File: config.mk
export PLATFORM = sky130hd
export DESIGN_NAME = idcode_chain_parser
export DESIGN_NICKNAME = d
export VERILOG_FILES = /design/src/rtl/idc_pkg.sv /design/src/rtl/idc_bit_assembler.sv /design/src/rtl/idc_record_store.sv /design/src/rtl/idc_parse_ctrl.sv /design/src/rtl/idcode_chain_parser.sv
export SDC_FILE = /design/constraint.sdc
export NUM_CORES = 1
export LEC_CHECK = 0
export BUFFER_PORTS_ARGS = -buffer_cell sky130_fd_sc_hd__buf_2
export CORE_MARGIN = 2
export CORE_UTILIZATION = 55
export CTS_CLUSTER_DIAMETER = 200
export DETAILED_ROUTE_END_ITERATION = 10
export MAX_ROUTING_LAYER = met4
export PLACE_DENSITY_LB_ADDON = 0.25
export RECOVER_POWER = 100
export SYNTH_ARGS = -nofsm -noshare
export SYNTH_HDL_FRONTEND = slang
export SYNTH_HIERARCHICAL = 1
export SYNTH_SLANG_ARGS = --single-unit
export TNS_END_PERCENT = 30
File: constraint.sdc
create_clock -name clk -period 9.75 [get_ports clk]
set_input_delay 0.975 -clock clk [delete_from_list [all_inputs] [get_ports clk]]
set_output_delay 0.975 -clock clk [all_outputs]
set_load 0.03 [all_outputs]
File: src/rtl/idc_pkg.sv
package idc_pkg;

  typedef enum logic [1:0] {
    ST_FIELD = 2'd0,
    ST_CODE  = 2'd1,
    ST_DONE  = 2'd2,
    ST_FAULT = 2'd3
  } parse_state_t;

  typedef enum logic [1:0] {
    FLT_NONE    = 2'b00,
    FLT_TRUNC   = 2'b01,
    FLT_BADCODE = 2'b10
  } fault_t;

  localparam int MFR_LO   = 1;
  localparam int MFR_HI   = 11;
  localparam int MFR_RSVD = 127;

  // Manufacturer field must be neither zero nor the reserved value
  function automatic logic mfr_ok(input logic [31:0] w);
    logic [MFR_HI-MFR_LO:0] f;
    f = w[MFR_HI:MFR_LO];
    return w[0] && (f != '0) && (f != (MFR_HI-MFR_LO+1)'(MFR_RSVD));
  endfunction

endpackage

File: src/rtl/idc_bit_assembler.sv
module idc_bit_assembler #(
  parameter int W = 32
) (
  input  logic         clk,
  input  logic         rst,
  input  logic         load,
  input  logic         shift,
  input  logic         bit_in,
  output logic [W-1:0] word_next,
  output logic         last
);
  localparam int CW = $clog2(W + 1);

  logic [W-1:0]  word_q;
  logic [CW-1:0] held_q;

  // Incoming bits enter at the top and move down; after W bits the first is bit 0
  assign word_next = {bit_in, word_q[W-1:1]};
  assign last      = (held_q == CW'(W - 1));

  always_ff @(posedge clk) begin
    if (rst) begin
      word_q <= '0;
      held_q <= '0;
    end else if (load) begin
      word_q <= {bit_in, {(W-1){1'b0}}};
      held_q <= CW'(1);
    end else if (shift) begin
      word_q <= word_next;
      held_q <= last ? '0 : held_q + CW'(1);
    end
  end


  held_range_chk: assert property (@(posedge clk) disable iff (rst)
    held_q < CW'(W));


  load_empty_chk: assert property (@(posedge clk) disable iff (rst)
    load |-> (held_q == '0));

endmodule

File: src/rtl/idc_record_store.sv
module idc_record_store #(
  parameter int DEPTH = 8,
  parameter int DW    = 33
) (
  input  logic                     clk,
  input  logic                     we,
  input  logic [$clog2(DEPTH)-1:0] waddr,
  input  logic [DW-1:0]            wdata,
  input  logic [$clog2(DEPTH)-1:0] raddr,
  output logic [DW-1:0]            rdata
);
  logic [DW-1:0] mem [DEPTH];

  // Simple dual-port array with registered read, no reset on contents
  always_ff @(posedge clk) begin
    if (we) mem[waddr] <= wdata;
    rdata <= mem[raddr];
  end

endmodule

File: src/rtl/idc_parse_ctrl.sv
module idc_parse_ctrl
  import idc_pkg::*;
#(
  parameter int W        = 32,
  parameter int MAX_TAPS = 8
) (
  input  logic                        clk,
  input  logic                        rst,
  input  logic                        bit_valid,
  input  logic                        bit_data,
  input  logic                        stream_end,
  input  logic                        last,
  input  logic [W-1:0]                word_next,
  output logic                        load,
  output logic                        shift,
  output logic                        rec_valid,
  output logic                        rec_bypass,
  output logic [W-1:0]                rec_code,
  output logic [$clog2(MAX_TAPS)-1:0] rec_index,
  output logic [$clog2(MAX_TAPS+1)-1:0] tap_count,
  output logic                        done,
  output logic                        fault,
  output logic [1:0]                  fault_code,
  output logic                        wr_en,
  output logic [$clog2(MAX_TAPS)-1:0] wr_addr,
  output logic [W:0]                  wr_data
);
  localparam int IW = $clog2(MAX_TAPS);
  localparam int CW = $clog2(MAX_TAPS + 1);

  parse_state_t st_q, st_n;
  fault_t       flt_n;
  logic         emit, emit_byp;
  logic [W-1:0] emit_code;
  logic         full;
  logic [IW-1:0] idx_now;

  assign full    = (tap_count >= CW'(MAX_TAPS));
  assign idx_now = full ? IW'(MAX_TAPS - 1) : tap_count[IW-1:0];

  always_comb begin
    st_n      = st_q;
    flt_n     = fault_t'(fault_code);
    load      = 1'b0;
    shift     = 1'b0;
    emit      = 1'b0;
    emit_byp  = 1'b0;
    emit_code = '0;
    case (st_q)
      ST_FIELD: begin
        if (bit_valid) begin
          if (bit_data) begin
            load = 1'b1;
            st_n = ST_CODE;
          end else begin
            emit     = 1'b1;
            emit_byp = 1'b1;
          end
        end else if (stream_end) begin
          st_n = ST_DONE;
        end
      end
      ST_CODE: begin
        if (bit_valid) begin
          shift = 1'b1;
          if (last) begin
            if (&word_next) begin
              st_n = ST_DONE;
            end else if (mfr_ok(word_next)) begin
              emit      = 1'b1;
              emit_code = word_next;
              st_n      = ST_FIELD;
            end else begin
              st_n  = ST_FAULT;
              flt_n = FLT_BADCODE;
            end
          end
        end else if (stream_end) begin
          st_n  = ST_FAULT;
          flt_n = FLT_TRUNC;
        end
      end
      default: ;
    endcase
  end

  always_ff @(posedge clk) begin
    if (rst) begin
      st_q       <= ST_FIELD;
      rec_valid  <= 1'b0;
      rec_bypass <= 1'b0;
      rec_code   <= '0;
      rec_index  <= '0;
      tap_count  <= '0;
      done       <= 1'b0;
      fault      <= 1'b0;
      fault_code <= FLT_NONE;
    end else begin
      st_q       <= st_n;
      rec_valid  <= emit;
      rec_bypass <= emit_byp;
      rec_code   <= emit_code;
      if (emit) begin
        rec_index <= idx_now;
        if (!full) tap_count <= tap_count + CW'(1);
      end
      done       <= (st_n == ST_DONE);
      fault      <= (st_n == ST_FAULT);
      fault_code <= flt_n;
    end
  end

  assign wr_en   = emit && !full;
  assign wr_addr = tap_count[IW-1:0];
  assign wr_data = {emit_byp, emit_code};


  done_fault_excl_chk: assert property (@(posedge clk) disable iff (rst)
    !(done && fault));


  done_sticky_chk: assert property (@(posedge clk) disable iff (rst)
    done |=> done && $stable(tap_count) && !rec_valid);


  fault_sticky_chk: assert property (@(posedge clk) disable iff (rst)
    fault |=> fault && $stable(fault_code) && !rec_valid);


  count_sat_chk: assert property (@(posedge clk) disable iff (rst)
    tap_count <= CW'(MAX_TAPS));


  bypass_zero_chk: assert property (@(posedge clk) disable iff (rst)
    (rec_valid && rec_bypass) |-> (rec_code == '0));


  no_allones_rec_chk: assert property (@(posedge clk) disable iff (rst)
    (rec_valid && !rec_bypass) |-> (rec_code[0] && (rec_code != '1)));

endmodule

File: src/rtl/idcode_chain_parser.sv
module idcode_chain_parser #(
  parameter int CODE_W   = 32,
  parameter int MAX_TAPS = 8
) (
  input  logic                          clk,
  input  logic                          rst,
  input  logic                          bit_valid,
  input  logic                          bit_data,
  input  logic                          stream_end,
  output logic                          rec_valid,
  output logic                          rec_bypass,
  output logic [CODE_W-1:0]             rec_code,
  output logic [$clog2(MAX_TAPS)-1:0]   rec_index,
  output logic [$clog2(MAX_TAPS+1)-1:0] tap_count,
  output logic                          done,
  output logic                          fault,
  output logic [1:0]                    fault_code,
  input  logic [$clog2(MAX_TAPS)-1:0]   rd_index,
  output logic                          rd_bypass,
  output logic [CODE_W-1:0]             rd_code
);
  localparam int IW = $clog2(MAX_TAPS);
  localparam int DW = CODE_W + 1;

  logic              load, shift, last;
  logic [CODE_W-1:0] word_next;
  logic              wr_en;
  logic [IW-1:0]     wr_addr;
  logic [DW-1:0]     wr_data, rd_data;

  idc_bit_assembler #(.W(CODE_W)) asm_i (
    .clk       (clk),
    .rst       (rst),
    .load      (load),
    .shift     (shift),
    .bit_in    (bit_data),
    .word_next (word_next),
    .last      (last)
  );

  idc_parse_ctrl #(.W(CODE_W), .MAX_TAPS(MAX_TAPS)) ctrl_i (
    .clk        (clk),
    .rst        (rst),
    .bit_valid  (bit_valid),
    .bit_data   (bit_data),
    .stream_end (stream_end),
    .last       (last),
    .word_next  (word_next),
    .load       (load),
    .shift      (shift),
    .rec_valid  (rec_valid),
    .rec_bypass (rec_bypass),
    .rec_code   (rec_code),
    .rec_index  (rec_index),
    .tap_count  (tap_count),
    .done       (done),
    .fault      (fault),
    .fault_code (fault_code),
    .wr_en      (wr_en),
    .wr_addr    (wr_addr),
    .wr_data    (wr_data)
  );

  idc_record_store #(.DEPTH(MAX_TAPS), .DW(DW)) store_i (
    .clk   (clk),
    .we    (wr_en),
    .waddr (wr_addr),
    .wdata (wr_data),
    .raddr (rd_index),
    .rdata (rd_data)
  );

  assign rd_bypass = rd_data[DW-1];
  assign rd_code   = rd_data[CODE_W-1:0];

endmodule

# ---- After elaboration in Yosys (flattened, before gate mapping)
# Memory sizes are Yosys's and may differ from the RTL's. A register that Yosys moved wholly into a read port is not among the register bits.
# Index checks and enable logic that the tools add are counted.
# W data, S select, Z words.
dict set report totals {
  memories 1
  reg_bits 85
  ram_bits 264
  output_inout_bits 78
  input_bits 8
  wordCells 78
}
# memory depth width rd rd_ports_with_merged_regs write_ports line_no
set memory_table {}
lappend memory_table {store_i.mem 8 33 1 1 1 idc_record_store.sv:12} ;# logic [DW-1:0] mem [DEPTH];
dict set report classes {
  add_sub_neg 2
  eq_ne 8
  n_reduce_logical 12
  bitwise_logic 1
  magnitude_cmp 1
  n_mux 40
}
# op count
set ops {}
lappend ops {{$mux W32} 7}
lappend ops {{$reduce_and A32 Y1} 1}
lappend ops {{$mux W2} 13}
lappend ops {{$mux W1} 16}
lappend ops {{$ne A11 B7 Y1 const B} 1}
lappend ops {{$reduce_bool A11 Y1} 1}
lappend ops {{$add A6 B1 Y6 const B} 1}
lappend ops {{$eq A6 B5 Y1 const B} 1}
lappend ops {{$mux W6} 1}
lappend ops {{$reduce_and A5 Y1} 1}
lappend ops {{$add A4 B1 Y4 const B} 1}
lappend ops {{$eq A2 B2 Y1 const B} 2}
lappend ops {{$ge A4 B4 Y1 const B} 1}
lappend ops {{$ne A2 B2 Y1 const B} 2}
lappend ops {{$pmux W2 S2} 1}
lappend ops {{$reduce_bool A2 Y1} 2}
lappend ops {{$logic_and A1 B1 Y1} 3}
lappend ops {{$mux W3} 1}
lappend ops {{$eq A2 B1 Y1 const B} 1}
lappend ops {{$logic_not A2 Y1} 1}
lappend ops {{$ne A2 B1 Y1 const B} 1}
lappend ops {{$pmux W1 S2} 1}
lappend ops {{$reduce_and A2 Y1} 1}
lappend ops {{$reduce_or A2 Y1} 1}
lappend ops {{other kinds (2)} 2}

# ---- Logic depth before layout (Yosys ltp)
dict set report depth {
  depth_word 11
  ltp_mapped 10
  ltp_nobuf 9
}

# ---- Hierarchy
# The synthesis kept the hierarchy.
# mod area_per_inst_um2 cells_each seq_area_each_um2 instances
set by_module_without_submodules {}
lappend by_module_without_submodules {idc_record_store 10640.2 427 8588.2 1}
lappend by_module_without_submodules {idc_parse_ctrl 1865.5 194 940.9 1}
lappend by_module_without_submodules {idc_bit_assembler 1381.3 136 740.7 1}

# ---- Least setup slack after synthesis
# Ideal clock, no wire load.
dict set report synth_path {
  path_kind {input port to flip-flop}
  start {input port bit_valid}
  end {memory store_i.mem[0][0], enable pin}
  stages 7
  t_arrival_ns 4.194
  setup_ns 0.464
  t_required_ns 9.286
  path_slack_ns 5.092
  n_path_buf 0
  path_cell_list {nor2b_1 and3_1 and3_1 a32oi_2 inv_1 nand2b_1 nor3_1}
}
dict set report synth_via {
  elab_chain_len 5
  elab_cells_between_ends 6
  cone_classes {mux: 5; reduce/logical: 1}
}
# element line_no
set synth_lines {}
lappend synth_lines {{start, declared} idcode_chain_parser.sv:7} ;# input logic bit_valid,
lappend synth_lines {{$mux W1 (on tied branches)} {idc_parse_ctrl.sv:64, idc_parse_ctrl.sv:51}}
lappend synth_lines {{$pmux W1 S2 (*)} idc_parse_ctrl.sv:49} ;# case (st_q)
lappend synth_lines {{$logic_and A1 B1 Y1 (*)} idc_parse_ctrl.sv:113} ;# assign wr_en = emit && !full;
lappend synth_lines {{net wr_en} idcode_chain_parser.sv:27} ;# logic wr_en;
lappend synth_lines {{$mux W1 (*)} idc_record_store.sv:16} ;# if (we) mem[waddr] <= wdata;
lappend synth_lines {{$mux W1 (not written as such) (*)} idc_record_store.sv:16}
lappend synth_lines {{end, declared} idc_record_store.sv:12}
# The timed path passes the listed nets; every way through them passes the cells marked *.

# ---- Worst setup path in the final report
dict set report layout_path {
  start {input port bit_valid}
  end {memory store_i.mem[5][13], enable pin}
}
# Same word-level chain as after synthesis.

==> impl.org <==
** Yosys
- Synthesis produced a netlist whose cell count is 757.
- Mapped Area :: 13900 um^2
- Sequential cells were found to cover 74.0% of the synthesized design area.
- Async S/R FF share, synth :: 0%
- A synthesized cell averages 18.3 um^2.
- During synthesis, Yosys emitted a total of 6 warnings.
- After synthesis, the netlist uses 46 different library cells.
- Main synth FF type :: edfxtp_1
- Counting every net in the synthesized netlist gives 768.
- Number of enable-type register cells in the synthesized netlist :: 264
- After synthesis the netlist holds a flip-flop and latch count of 381.

** Power
- Maximum vdd drop :: 118 uV
- Clock power share :: 44.7%
- Switching power :: 646 uW
- Power density normalized to cell area :: 212 nW/um^2
- Part of the power in combinational logic :: 3.1%
- Switching portion of total power :: 19.4%
- Share of total power in sequential cells :: 52.2%
- Summed over all cells, the static leakage comes to 0.00569 uW.
- Internal power component :: 2680 uW

** Clock network
- In this run the post-CTS setup repair buffer count came out at 0.
- TritonCTS clock tree :: yes
- Post-CTS repair changed the size of 0 cells.
- Worst skew pair latency :: 0.52 ns
- Max H-tree Level :: 2
- Buffers inserted to repair hold after CTS numbered 0.
- Cell at the root of the clock tree :: clkbuf_16
- Clock slew seen by the registers of the worst setup and hold paths :: 0.06 ns
- In this run, CTS created clock tree buffers numbering 38.
- Number of buffers between clock root and the deepest sink :: 3
- Clock tree synthesis found a total of 381 sinks.

** Timing
- Total negative setup slack :: 0 ns
- The final count of hold timing violations is 0.
- Setup repair after global routing left no endpoint under its margin.
- The max-slew violation count was 454.
- Headroom to the max-slew limit came out at -169%.
- Setup violations remaining at the end of the flow were counted as 0.
- Tightest Pin Transition :: 4.04 ns
- On the final layout, the worst hold slack is 0.510 ns.
- The worst path meets setup with 4.29 ns of slack.
- Derived from the worst setup path, the maximum achievable clock frequency is 0.183 GHz.
- Final worst path period need :: 5.46 ns
- Between clock sinks in the finished design, the worst skew comes to 0.0179 ns.
- Share of the cycle needed by the critical path after routing :: 56.0%

** Place
- Routability-driven placement finished with a final weighted congestion of 0.737.
- Port bufs :: 85
- Once placement finished, the instance area stood at 14600 um^2.
- The wire-length estimate of the detail-placed layout is 15300 um.
- Pre-CTS setup slack :: 5.61 ns

** Floorplan
- The die is 163 um wide.
- Once the floorplan was initialized, standard cells occupied 55.6% of the core.
- Floorplan core area :: 25000 um^2
- The die covers 26500 um^2.
- Vert. Die Dim :: 163 um
- Pin placement for this block handled 86 I/O pins.
- Num rows :: 58

** Min path
- The path class of the tightest hold or removal check is reg -> reg.

** Critical path
- Top fanout value on the critical path :: 33
- STA puts the critical path data arrival time at 5.49 ns.
- The cell family contributing the most delay on the critical path is simple AND/OR/NAND/NOR gates.
- The worst setup path is of the in -> reg kind.
- CP max stage delay :: 2.75 ns
- The worst setup path is captured at a flop.
- Slowest library cell on the worst path :: nor2_1
- The critical path contains buffers and inverters numbering 2 combined.
- STA classifies the critical path startpoint as an input port.
- Req. time, crit path :: 9.78 ns
- Ordered cell list for the critical path :: clkbuf_1 -> nand2b_1 -> nor3_1 -> a32oi_1 -> inv_1 -> nand2_1 -> nor2_1

** Status
- Violated checks :: capacitance limit, slew limit
- The flow ran to the end, but the final reports show violations.

** Detailed routing
- The final layout contains routed wiring with a total length of 27000 um.
- Count of vias placed by the detailed router :: 6971
- Initial detailed-routing violation count :: 518
- In this run the remaining antenna-violating nets after routing total 0.
- Routed wire length per instance :: 22.3 um
- Detailed Routing Iterations Pass 1 :: 5
- Residual DRC count :: 0
- Vias per cell :: 5.77

** Cells and area
- After routing the design area is 15700 um^2.
- Measured on the finished design, the core utilization comes to 62.9%.
- Area taken by multi-input logic gates :: 3310 um^2
- The sequential cells in the finished layout cover a total of 10300 um^2.
- From synthesis to final layout, the design area changed by 13.2%.
- The number of antenna diodes in the final layout is 0.
- Final layout net count :: 859
- The filler cells instantiated in the layout total 1808.
- The post-route netlist has 18.3% of its cells at a drive strength greater than 1.

** Global routing
- The first global-routing pass estimated 41800 um of wire.
- Global routing used 21.6% of the available tracks across all layers.
- The number of global-route vias before repair came to 7282.
- Total grt overflow :: 0
- The number of antenna violations at the first check in global routing was 0.
- Largest net degree at the start of global routing :: 67

** Flow run
- Count of maximum capacitance violations :: 12
-- power groups by stage --
stage	logic, uW	registers (uW)	clock network (uW)
6_report	104	1740	1490
5_1_grt	112	1740	1590
4_1_cts	107	1730	1520
3_5_place_dp	106	1770	0
3_3_place_gp	104	1770	0
2_1_floorplan	64.6	1780	0
-- path summary, 6_finish.rpt --
path / start / endpoint / slack, ns / depth (start not counted)
worst max-delay path: bit_valid / store_i/mem[5][13]$_DFFE_PP_ / 4.29 / 7
worst min-delay path: ctrl_i/rec_index[0]$_SDFFE_PP0P_ / ctrl_i/rec_index[0]$_SDFFE_PP0P_ / 0.51 / 2
worst max register to register: asm_i/word_q[8]$_SDFFE_PP0P_ / store_i/mem[5][13]$_DFFE_PP_ / 4.36 / 7
worst min register to register: ctrl_i/rec_index[0]$_SDFFE_PP0P_ / ctrl_i/rec_index[0]$_SDFFE_PP0P_ / 0.51 / 2
-- worst reg2reg max path: cells and delay by family, from the launching register on --
kind            cells  cell delay (ns)
simple gates        4             3.09
compound gates      2             1.16
flops               1             0.44
buf+inv             1             0.19
-- area by class of cell --
type	count	share of cell area (%)
clock inverters	11	0.709
inverters	10	0.239
multi-input cells	326	21.1
flip-flops and latches	381	65.4
well taps	330	2.63
repair buffers	91	2.28
clock buffers	59	7.74
-- flip-flops by register name (all words and copies together), names as in the netlist, 2 cells and up, named ones only --
name,count
asm_i/word_q,31
ctrl_i/fault_code,2
ctrl_i/rec_index,3
ctrl_i/rec_code,32
store_i/mem,264
store_i/rdata,33
ctrl_i/tap_count,4
asm_i/held_q,6
-- per-layer routing --
metal  share of wire (%)  routed length, um  up-vias  track usage [%]
met5                   0                  0        -                -
met4                 1.7                459        0             5.39
met3                 5.8               1560       40             3.51
met2                  51              13700      241             35.3
met1                  42              11200     3592             28.9
li1                    -                  -     3098                -
-- synth_stat cells (all sizes together) (8+ instances only) --
| library cell | number | area (um^2) |
|---|---|---|
| and2 | 64 | 400 |
| clkbuf | 12 | 45.0 |
| inv | 10 | 37.5 |
| mux2 | 34 | 383 |
| nor2 | 49 | 184 |
| nor3 | 9 | 45.0 |
| buf | 28 | 206 |
| a21oi | 8 | 40.0 |
| dfxtp | 117 | 2340 |
| mux2i | 32 | 320 |
| nand4 | 11 | 68.8 |
| edfxtp | 264 | 7930 |
| mux4 | 66 | 1510 |
-- per-stage QoR --
step | instances | power, uW
finish | 1208 | 3330
global route | 1208 | 3440
CTS | 1208 | 3360
detailed placement | 1138 | 1880
global placement | 1138 | 1870
floorplan | 757 | 1850
-- cells in the final DEF (no fill, tap or decap), drive strengths merged, types with 3 or more instances in the layout --
cell type	n
and2	64
buf	7
nor2	49
nand3	3
o21ai	5
nor2b	4
clkinv	6
nand2b	4
inv	10
edfxtp	264
nor4	4
mux2i	32
dfxtp	117
mux2	34
a21oi	8
clkinvlp	3
ha	3
nand2	7
clkbuf	143
and3	4
nand4	11
mux4	66
nor3	9
-- kinds of logic (layout without fill, tap and decap cells) --
family                   count (synthesis)  count (layout)  share of synthesized area (%)
flip-flops                             381             381                           74.0
XOR/XNOR                                 3               3                          0.189
multiplexers                           132             132                           15.9
buffers and inverters                   50             171                           2.08
AO/OA/AOI/OAI                           22              22                           1.06
AND/OR/NAND/NOR                        166             166                           6.51
adder cells (fa/ha/maj)                  3               3                          0.270
No activity file was read; power rests on OpenSTA's default activity.
